**config.mk**
```make
export PLATFORM = sky130hd
export DESIGN_NAME = adc_cmd_spi_engine
export DESIGN_NICKNAME = d
export VERILOG_FILES = /design/src/rtl/adc_spi_pkg.sv /design/src/rtl/adc_spi_gap_timer.sv /design/src/rtl/adc_spi_bit_shifter.sv /design/src/rtl/adc_cmd_spi_engine.sv
export SDC_FILE = /design/constraint.sdc
export NUM_CORES = 1
export LEC_CHECK = 0
export ABC_AREA = 1
export BUFFER_PORTS_ARGS = -buffer_cell sky130_fd_sc_hd__buf_2
export CORE_ASPECT_RATIO = 1.4
export CORE_MARGIN = 2
export CORE_UTILIZATION = 59
export CTS_CLUSTER_DIAMETER = 200
export CTS_CLUSTER_SIZE = 16
export DETAILED_ROUTE_END_ITERATION = 10
export PLACE_DENSITY = 0.8
export SLEW_MARGIN = 20
export SYNTH_ARGS = -nofsm -noshare
export SYNTH_HDL_FRONTEND = slang
export SYNTH_HIERARCHICAL = 1
export SYNTH_SLANG_ARGS = --single-unit
```
**constraint.sdc**
```tcl
create_clock -name clk_i -period 2.9 [get_ports clk_i]
set_clock_uncertainty 0.1 [all_clocks]
set_input_delay 0.435 -clock clk_i [delete_from_list [all_inputs] [get_ports clk_i]]
set_output_delay 0.435 -clock clk_i [all_outputs]
set_load 0.005 [all_outputs]
```
**src/rtl/adc_spi_pkg.sv**
```systemverilog
package adc_spi_pkg;

  typedef enum logic [1:0] {
    KIND_CMD   = 2'd0,
    KIND_WREG  = 2'd1,
    KIND_RREG  = 2'd2,
    KIND_RDATA = 2'd3
  } req_kind_e;

  localparam int unsigned RDBK_WAIT_MCLK  = 50;
  localparam int unsigned HOLD_SHORT_MCLK = 4;
  localparam int unsigned HOLD_LONG_MCLK  = 24;

  function automatic logic [2:0] tx_count(input req_kind_e k);
    case (k)
      KIND_WREG: return 3'd3;
      KIND_RREG: return 3'd2;
      default:   return 3'd1;
    endcase
  endfunction

  function automatic logic [2:0] rx_count(input req_kind_e k);
    case (k)
      KIND_RREG:  return 3'd1;
      KIND_RDATA: return 3'd3;
      default:    return 3'd0;
    endcase
  endfunction

  // opcodes needing the long post-command hold-off
  function automatic logic long_hold(input logic [7:0] op);
    return (op == 8'h03) || (op == 8'hFC) || (op == 8'hFE);
  endfunction

endpackage

```
**src/rtl/adc_spi_gap_timer.sv**
```systemverilog
module adc_spi_gap_timer #(
  parameter int unsigned W = 8
) (
  input  logic         clk_i,
  input  logic         rst_ni,
  input  logic         load_i,
  input  logic [W-1:0] load_val_i,
  output logic         expired_o
);
  logic [W-1:0] cnt_q;

  always_ff @(posedge clk_i or negedge rst_ni) begin
    if (!rst_ni)              cnt_q <= '0;
    else if (load_i)          cnt_q <= load_val_i;
    else if (cnt_q != '0)     cnt_q <= cnt_q - 1'b1;
  end

  assign expired_o = (cnt_q == '0);
endmodule

```
**src/rtl/adc_spi_bit_shifter.sv**
```systemverilog
module adc_spi_bit_shifter #(
  parameter int unsigned SCLK_HALF = 50
) (
  input  logic       clk_i,
  input  logic       rst_ni,
  input  logic       start_i,
  input  logic [7:0] tx_byte_i,
  input  logic       dout_i,
  output logic       sclk_o,
  output logic       din_o,
  output logic       byte_done_o,
  output logic [7:0] rx_byte_o
);
  localparam int unsigned HW = (SCLK_HALF > 1) ? $clog2(SCLK_HALF) : 1;
  localparam logic [HW-1:0] HALF_M1 = HW'(SCLK_HALF - 1);

  logic          busy_q, sclk_q, din_q;
  logic [7:0]    sh_q, rx_q;
  logic [2:0]    bit_q;
  logic [HW-1:0] hcnt_q;

  always_ff @(posedge clk_i or negedge rst_ni) begin
    if (!rst_ni) begin
      busy_q <= 1'b0;
      sclk_q <= 1'b0;
      din_q  <= 1'b0;
      sh_q   <= '0;
      rx_q   <= '0;
      bit_q  <= '0;
      hcnt_q <= '0;
    end else if (!busy_q) begin
      if (start_i) begin
        busy_q <= 1'b1;
        sclk_q <= 1'b1;
        din_q  <= tx_byte_i[7];
        sh_q   <= {tx_byte_i[6:0], 1'b0};
        bit_q  <= '0;
        hcnt_q <= HALF_M1;
      end
    end else if (hcnt_q != '0) begin
      hcnt_q <= hcnt_q - 1'b1;
    end else if (sclk_q) begin
      // falling edge: converter takes DIN, we take DOUT
      sclk_q <= 1'b0;
      rx_q   <= {rx_q[6:0], dout_i};
      hcnt_q <= HALF_M1;
    end else if (bit_q == 3'd7) begin
      busy_q <= 1'b0;
    end else begin
      bit_q  <= bit_q + 1'b1;
      sclk_q <= 1'b1;
      din_q  <= sh_q[7];
      sh_q   <= {sh_q[6:0], 1'b0};
      hcnt_q <= HALF_M1;
    end
  end

  assign byte_done_o = busy_q && !sclk_q && (hcnt_q == '0) && (bit_q == 3'd7);
  assign sclk_o      = sclk_q;
  assign din_o       = din_q;
  assign rx_byte_o   = rx_q;
endmodule

```
**src/rtl/adc_cmd_spi_engine.sv**
```systemverilog
module adc_cmd_spi_engine
  import adc_spi_pkg::*;
#(
  parameter int unsigned SCLK_HALF = 50,
  parameter int unsigned MCLK_DIV  = 33,
  parameter int unsigned BYTE_GAP  = 25
) (
  input  logic        clk_i,
  input  logic        rst_ni,
  input  logic        req_valid_i,
  output logic        req_ready_o,
  input  logic [1:0]  req_kind_i,
  input  logic [7:0]  req_op_i,
  input  logic [3:0]  req_addr_i,
  input  logic [7:0]  req_wdata_i,
  output logic        done_o,
  output logic [31:0] rx_data_o,
  output logic        cs_no,
  output logic        sclk_o,
  output logic        din_o,
  input  logic        dout_i
);
  localparam int unsigned RDBK_CYC = RDBK_WAIT_MCLK * MCLK_DIV;
  localparam int unsigned HOLD_S   = HOLD_SHORT_MCLK * MCLK_DIV;
  localparam int unsigned HOLD_L   = HOLD_LONG_MCLK * MCLK_DIV;
  localparam int unsigned M1   = (RDBK_CYC > SCLK_HALF) ? RDBK_CYC : SCLK_HALF;
  localparam int unsigned TMAX = (M1 > BYTE_GAP) ? M1 : BYTE_GAP;
  localparam int unsigned TW   = $clog2(TMAX + 1);

  typedef enum logic [2:0] {
    ST_IDLE, ST_LEAD, ST_BYTE, ST_GAP, ST_RDWAIT, ST_HOLD
  } state_e;

  state_e      state_q;
  req_kind_e   kind_q;
  logic [7:0]  op_q, wdata_q;
  logic [3:0]  addr_q;
  logic [2:0]  byte_q;
  logic [23:0] acc_q;
  logic        cs_q, done_q;
  logic [31:0] rx_data_q;

  logic          start, tmr_load, tmr_exp, byte_done;
  logic [TW-1:0] tmr_val;
  logic [7:0]    tx_next, rx_byte, first_byte;
  logic [2:0]    n_tx, n_all, next_idx;

  assign n_tx     = tx_count(kind_q);
  assign n_all    = n_tx + rx_count(kind_q);
  assign next_idx = byte_q + 3'd1;

  assign first_byte = (kind_q == KIND_WREG || kind_q == KIND_RREG) ?
                      {op_q[7:4], addr_q} : op_q;

  always_comb begin
    case (byte_q)
      3'd0:    tx_next = first_byte;
      3'd2:    tx_next = (kind_q == KIND_WREG) ? wdata_q : 8'h00;
      default: tx_next = 8'h00;
    endcase
  end

  always_comb begin
    start    = 1'b0;
    tmr_load = 1'b0;
    tmr_val  = '0;
    case (state_q)
      ST_IDLE: if (req_valid_i) begin
        tmr_load = 1'b1;
        tmr_val  = TW'(SCLK_HALF - 1);
      end
      ST_LEAD, ST_GAP, ST_RDWAIT: start = tmr_exp;
      ST_BYTE: if (byte_done) begin
        tmr_load = 1'b1;
        if (next_idx == n_all)
          tmr_val = long_hold(op_q) ? TW'(HOLD_L - 1) : TW'(HOLD_S - 1);
        else if (next_idx == n_tx)
          tmr_val = TW'(RDBK_CYC - 1);
        else
          tmr_val = TW'(BYTE_GAP - 1);
      end
      default: ;
    endcase
  end

  always_ff @(posedge clk_i or negedge rst_ni) begin
    if (!rst_ni) begin
      state_q   <= ST_IDLE;
      kind_q    <= KIND_CMD;
      op_q      <= '0;
      addr_q    <= '0;
      wdata_q   <= '0;
      byte_q    <= '0;
      acc_q     <= '0;
      cs_q      <= 1'b1;
      done_q    <= 1'b0;
      rx_data_q <= '0;
    end else begin
      done_q <= 1'b0;
      case (state_q)
        ST_IDLE: if (req_valid_i) begin
          kind_q  <= req_kind_e'(req_kind_i);
          op_q    <= req_op_i;
          addr_q  <= req_addr_i;
          wdata_q <= req_wdata_i;
          byte_q  <= '0;
          acc_q   <= '0;
          cs_q    <= 1'b0;
          state_q <= ST_LEAD;
        end
        ST_LEAD, ST_GAP, ST_RDWAIT: if (tmr_exp) state_q <= ST_BYTE;
        ST_BYTE: if (byte_done) begin
          byte_q <= next_idx;
          if (byte_q >= n_tx) acc_q <= {acc_q[15:0], rx_byte};
          if (next_idx == n_all)     state_q <= ST_HOLD;
          else if (next_idx == n_tx) state_q <= ST_RDWAIT;
          else                       state_q <= ST_GAP;
        end
        ST_HOLD: if (tmr_exp) begin
          state_q <= ST_IDLE;
          cs_q    <= 1'b1;
          done_q  <= 1'b1;
          case (kind_q)
            KIND_RREG:  rx_data_q <= {24'h0, acc_q[7:0]};
            KIND_RDATA: rx_data_q <= {{8{acc_q[23]}}, acc_q};
            default:    rx_data_q <= '0;
          endcase
        end
        default: state_q <= ST_IDLE;
      endcase
    end
  end

  adc_spi_gap_timer #(.W(TW)) i_timer (
    .clk_i      (clk_i),
    .rst_ni     (rst_ni),
    .load_i     (tmr_load),
    .load_val_i (tmr_val),
    .expired_o  (tmr_exp)
  );

  adc_spi_bit_shifter #(.SCLK_HALF(SCLK_HALF)) i_shifter (
    .clk_i       (clk_i),
    .rst_ni      (rst_ni),
    .start_i     (start),
    .tx_byte_i   (tx_next),
    .dout_i      (dout_i),
    .sclk_o      (sclk_o),
    .din_o       (din_o),
    .byte_done_o (byte_done),
    .rx_byte_o   (rx_byte)
  );

  assign req_ready_o = (state_q == ST_IDLE);
  assign cs_no       = cs_q;
  assign done_o      = done_q;
  assign rx_data_o   = rx_data_q;
endmodule

```
==> impl_metrics.env <==
export IMPL_synth_edf_count=0
export IMPL_die_width_microns=88.2
export IMPL_timing_final_crit_period_ps=2430
export IMPL_drc_errors=0
export IMPL_crit_path_start_kind="flop"
export IMPL_grt_start_max_net_pins=55
export IMPL_synth_top_cell_by_area="dfrtp_1"
export IMPL_path_max_fanout=12
export IMPL_antenna_found_initial=0
export IMPL_cts_setup_buffers=0
export IMPL_synth_area_sq_um=5860
export IMPL_rows=43
export IMPL_cp_arrival_ps=2620
export IMPL_grt_pass1_wl_microns=21400
export IMPL_clock_latency_ps=410
export IMPL_max_stage_delay_ps=380
export IMPL_clock_path_buffers=2
export IMPL_nets=817
export IMPL_crit_path_frequent_cell="inv_1"
export IMPL_cts_num_sinks=116
export IMPL_ys_seq_area_share_pct=49.6
export IMPL_p_int_mw=3.03
export IMPL_cts_buffers=17
export IMPL_p_sw_share_pct=20.5
export IMPL_die_height_microns=122
export IMPL_viasPerCell=5.27
export IMPL_path_cells="inv_1 > ha_1 > nand2_2 > nor2_4 > nand2_2 > inv_1 > inv_1 > nor2_1 > nor2_1 > inv_1 > nand3_4 > nand2_1 > nand2_1"
export IMPL_power_share_clock_pct=56.1
export IMPL_drive_gt1_share_pct=17.6
export IMPL_core_sq_um=9790
export IMPL_tightest_slew_ps=697
export IMPL_io_buffers=62
export IMPL_crit_family="simple AND/OR/NAND/NOR gates"
export IMPL_async_flop_share_pct=100
export IMPL_crit_path_end_kind="flop"
export IMPL_yosysUniqueCellTypes=36
export IMPL_peakVddDrop_mv=0.458
export IMPL_antenna_cells=0
export IMPL_finalSetupViolations=0
export IMPL_ys_seq_elements=116
export IMPL_drv_cap=0
export IMPL_overflow=0
export IMPL_path_class="reg -> reg"
export IMPL_avgSynthCellArea_sq_um=8.10
export IMPL_ant_nets=0
export IMPL_syn_to_final_growth_pct=16.5
export IMPL_die_area_sq_um=10700
export IMPL_path_clk_slew_ps=60
export IMPL_syn_instance_count=723
export IMPL_synth_top_area_share_pct=49.1
export IMPL_power_switching_uw=779
export IMPL_drt_pass1_iter_count=5
export IMPL_place_congestion=0.875
export IMPL_cp_slowest_cell="dfrtp_1"
export IMPL_maxSlewViolCount=0
export IMPL_num_io_pins=63
export IMPL_hold_violations=0
export IMPL_p_leak_nw=3.65
export IMPL_routed_wl_microns=12500
export IMPL_wl_per_cell_microns=13.6
export IMPL_seq_power_share_pct=42.5
export IMPL_pwr_share_comb_pct=1.4
export IMPL_yosysWarnings=6
export IMPL_hold_path_class="in -> reg"
export IMPL_rsz0062_at_grt="false"
export IMPL_synth_area_top_cells="dfrtp_1, nand2_1, inv_1"
export IMPL_fill_cells=762
export IMPL_syn_nets=764
export IMPL_holdWs_ps=119
export IMPL_max_freq_ghz=0.412
export IMPL_finalCritPeriodShare_pct=83.7
export IMPL_synthFlopType="dfrtp_1"
export IMPL_regArea_sq_um=2900
export IMPL_dp_hpwl_microns=8410
export IMPL_grt_pass1_vias=4846
export IMPL_cts_tree="built"
export IMPL_crit_required_ps=3090
export IMPL_slew_headroom_pct=53.6
export IMPL_vias=4869
export IMPL_grtUsageTotal_pct=25.4
export IMPL_drt_initial_drc_count=314
export IMPL_initial_utilization_pct=59.8
export IMPL_cp_buffers_inverters=4
export IMPL_p_per_area_nw_per_um2=559
export IMPL_status="completed"
export IMPL_final_cell_mix="nand2_1, dfrtp_1, inv_1"
export IMPL_multiInputGateArea_sq_um=2390
export IMPL_htreeDepth=4
export IMPL_root_buffer="clkbuf_16"
export IMPL_setup_tns_final_ps=0
export IMPL_layout_commonest_cell="nand2_1"
==> registers in the layout (all words and copies together) (netlist names), 2 cells and up <==
signal and flops:
byte_q 3, wdata_q 8, i_shifter/bit_q 3, i_shifter/sh_q 7
i_timer/cnt_q 11, kind_q 2, rx_data_o 24, acc_q 24
op_q 8, i_shifter/rx_byte_o 8, addr_q 4, i_shifter/hcnt_q 6
state_q 3
==> cells in the mapped netlist, types with 6 or more instances <==
cell type    n
nand2_1    217
dfrtp_1    115
inv_1       86
o21ai_0     61
nand3_1     44
nor2_1      41
o21ai_1     28
ha_1        15
nand4_1     15
clkbuf_1    13
buf_4       12
a21oi_1      7
nand2_2      7
buf_2        6
o22ai_1      6
==> worst min-delay path, stage by stage <==
cell and delay [ps]:
buf_2 70, nand2_1 40, nand2_1 50
==> power groups by stage <==
stage	logic, mW	registers (mW)	clock network (mW)
after floorplan	0.000249	1.65	0
after global placement	0.0530	1.65	0
after detailed placement	0.0542	1.65	0
after CTS	0.0554	1.62	2.16
after global routing	0.0630	1.62	2.23
final	0.0524	1.62	2.14
==> final cells by class <==
cell class | count | area share, %
clock buffer | 20 | 6.70
clock inverter | 12 | 2.26
inverter | 93 | 5.12
multi-input combinational | 477 | 35.1
sequential | 116 | 42.6
tap | 135 | 2.48
timing repair buffer | 71 | 5.80
==> stage by stage <==
| stage | utilization, % | total power, mW | setup WS [ps] | instances | instance area, sq um |
|---|---|---|---|---|---|
| after floorplan | - | 1.65 | 745 | 723 | 5860 |
| after global placement | 63.3 | 1.70 | 638 | 891 | 6200 |
| after global routing | 69.7 | 3.92 | 341 | 924 | 6820 |
| after CTS | 69.7 | 3.84 | 501 | 924 | 6820 |
| after detailed placement | 63.3 | 1.70 | 537 | 891 | 6200 |
| final | 69.7 | 3.81 | 472 | 924 | 6820 |
==> timing repair <==
action | CTS | global route
hold buffers | 1 | 0
gates resized for setup | 0 | 0
hold endpoints to repair | 52 | 0
==> kinds of logic (layout without fill, tap and decap cells) <==
family,Yosys count,after routing,share of synthesized area [%]
and+or+nand+nor,347,347,26.6
buffers and inverters,130,196,9.87
DFF,116,116,49.6
AOI/OAI and AO/OA,113,113,10.4
adders and majority gates,15,15,3.21
xor gates and xnor gates,2,2,0.299
==> final timing paths <==
| kind | start | to | slack (ps) | depth (start not counted) |
|---|---|---|---|---|
| hold reg to reg | i_shifter/sh_q[6]$_DFFE_PN0P_ | i_shifter/sh_q[6]$_DFFE_PN0P_ | 370 | 2 |
| min in group asynchronous | rst_ni | i_shifter/sh_q[4]$_DFFE_PN0P_ | 510 | 2 |
| setup / recovery | i_timer/cnt_q[0]$_DFFE_PN0P_ | i_shifter/sh_q[4]$_DFFE_PN0P_ | 470 | 13 |
| setup reg to reg | i_timer/cnt_q[0]$_DFFE_PN0P_ | i_shifter/sh_q[4]$_DFFE_PN0P_ | 470 | 13 |
| max in group asynchronous | rst_ni | cs_no$_DFFE_PN1P_ | 1460 | 3 |
| hold / removal | req_op_i[1] | op_q[1]$_DFFE_PN0P_ | 120 | 3 |
==> metal layers <==
metal / vias up / track usage, % / part of all wire [%]
met5: - / 0 / 0
met4: 0 / 11.7 / 2.9
met3: 34 / 5.89 / 4.2
met2: 151 / 42.0 / 50
met1: 2286 / 31.3 / 43
li1: 2398 / - / -
No activity file was read; power rests on OpenSTA's default activity.
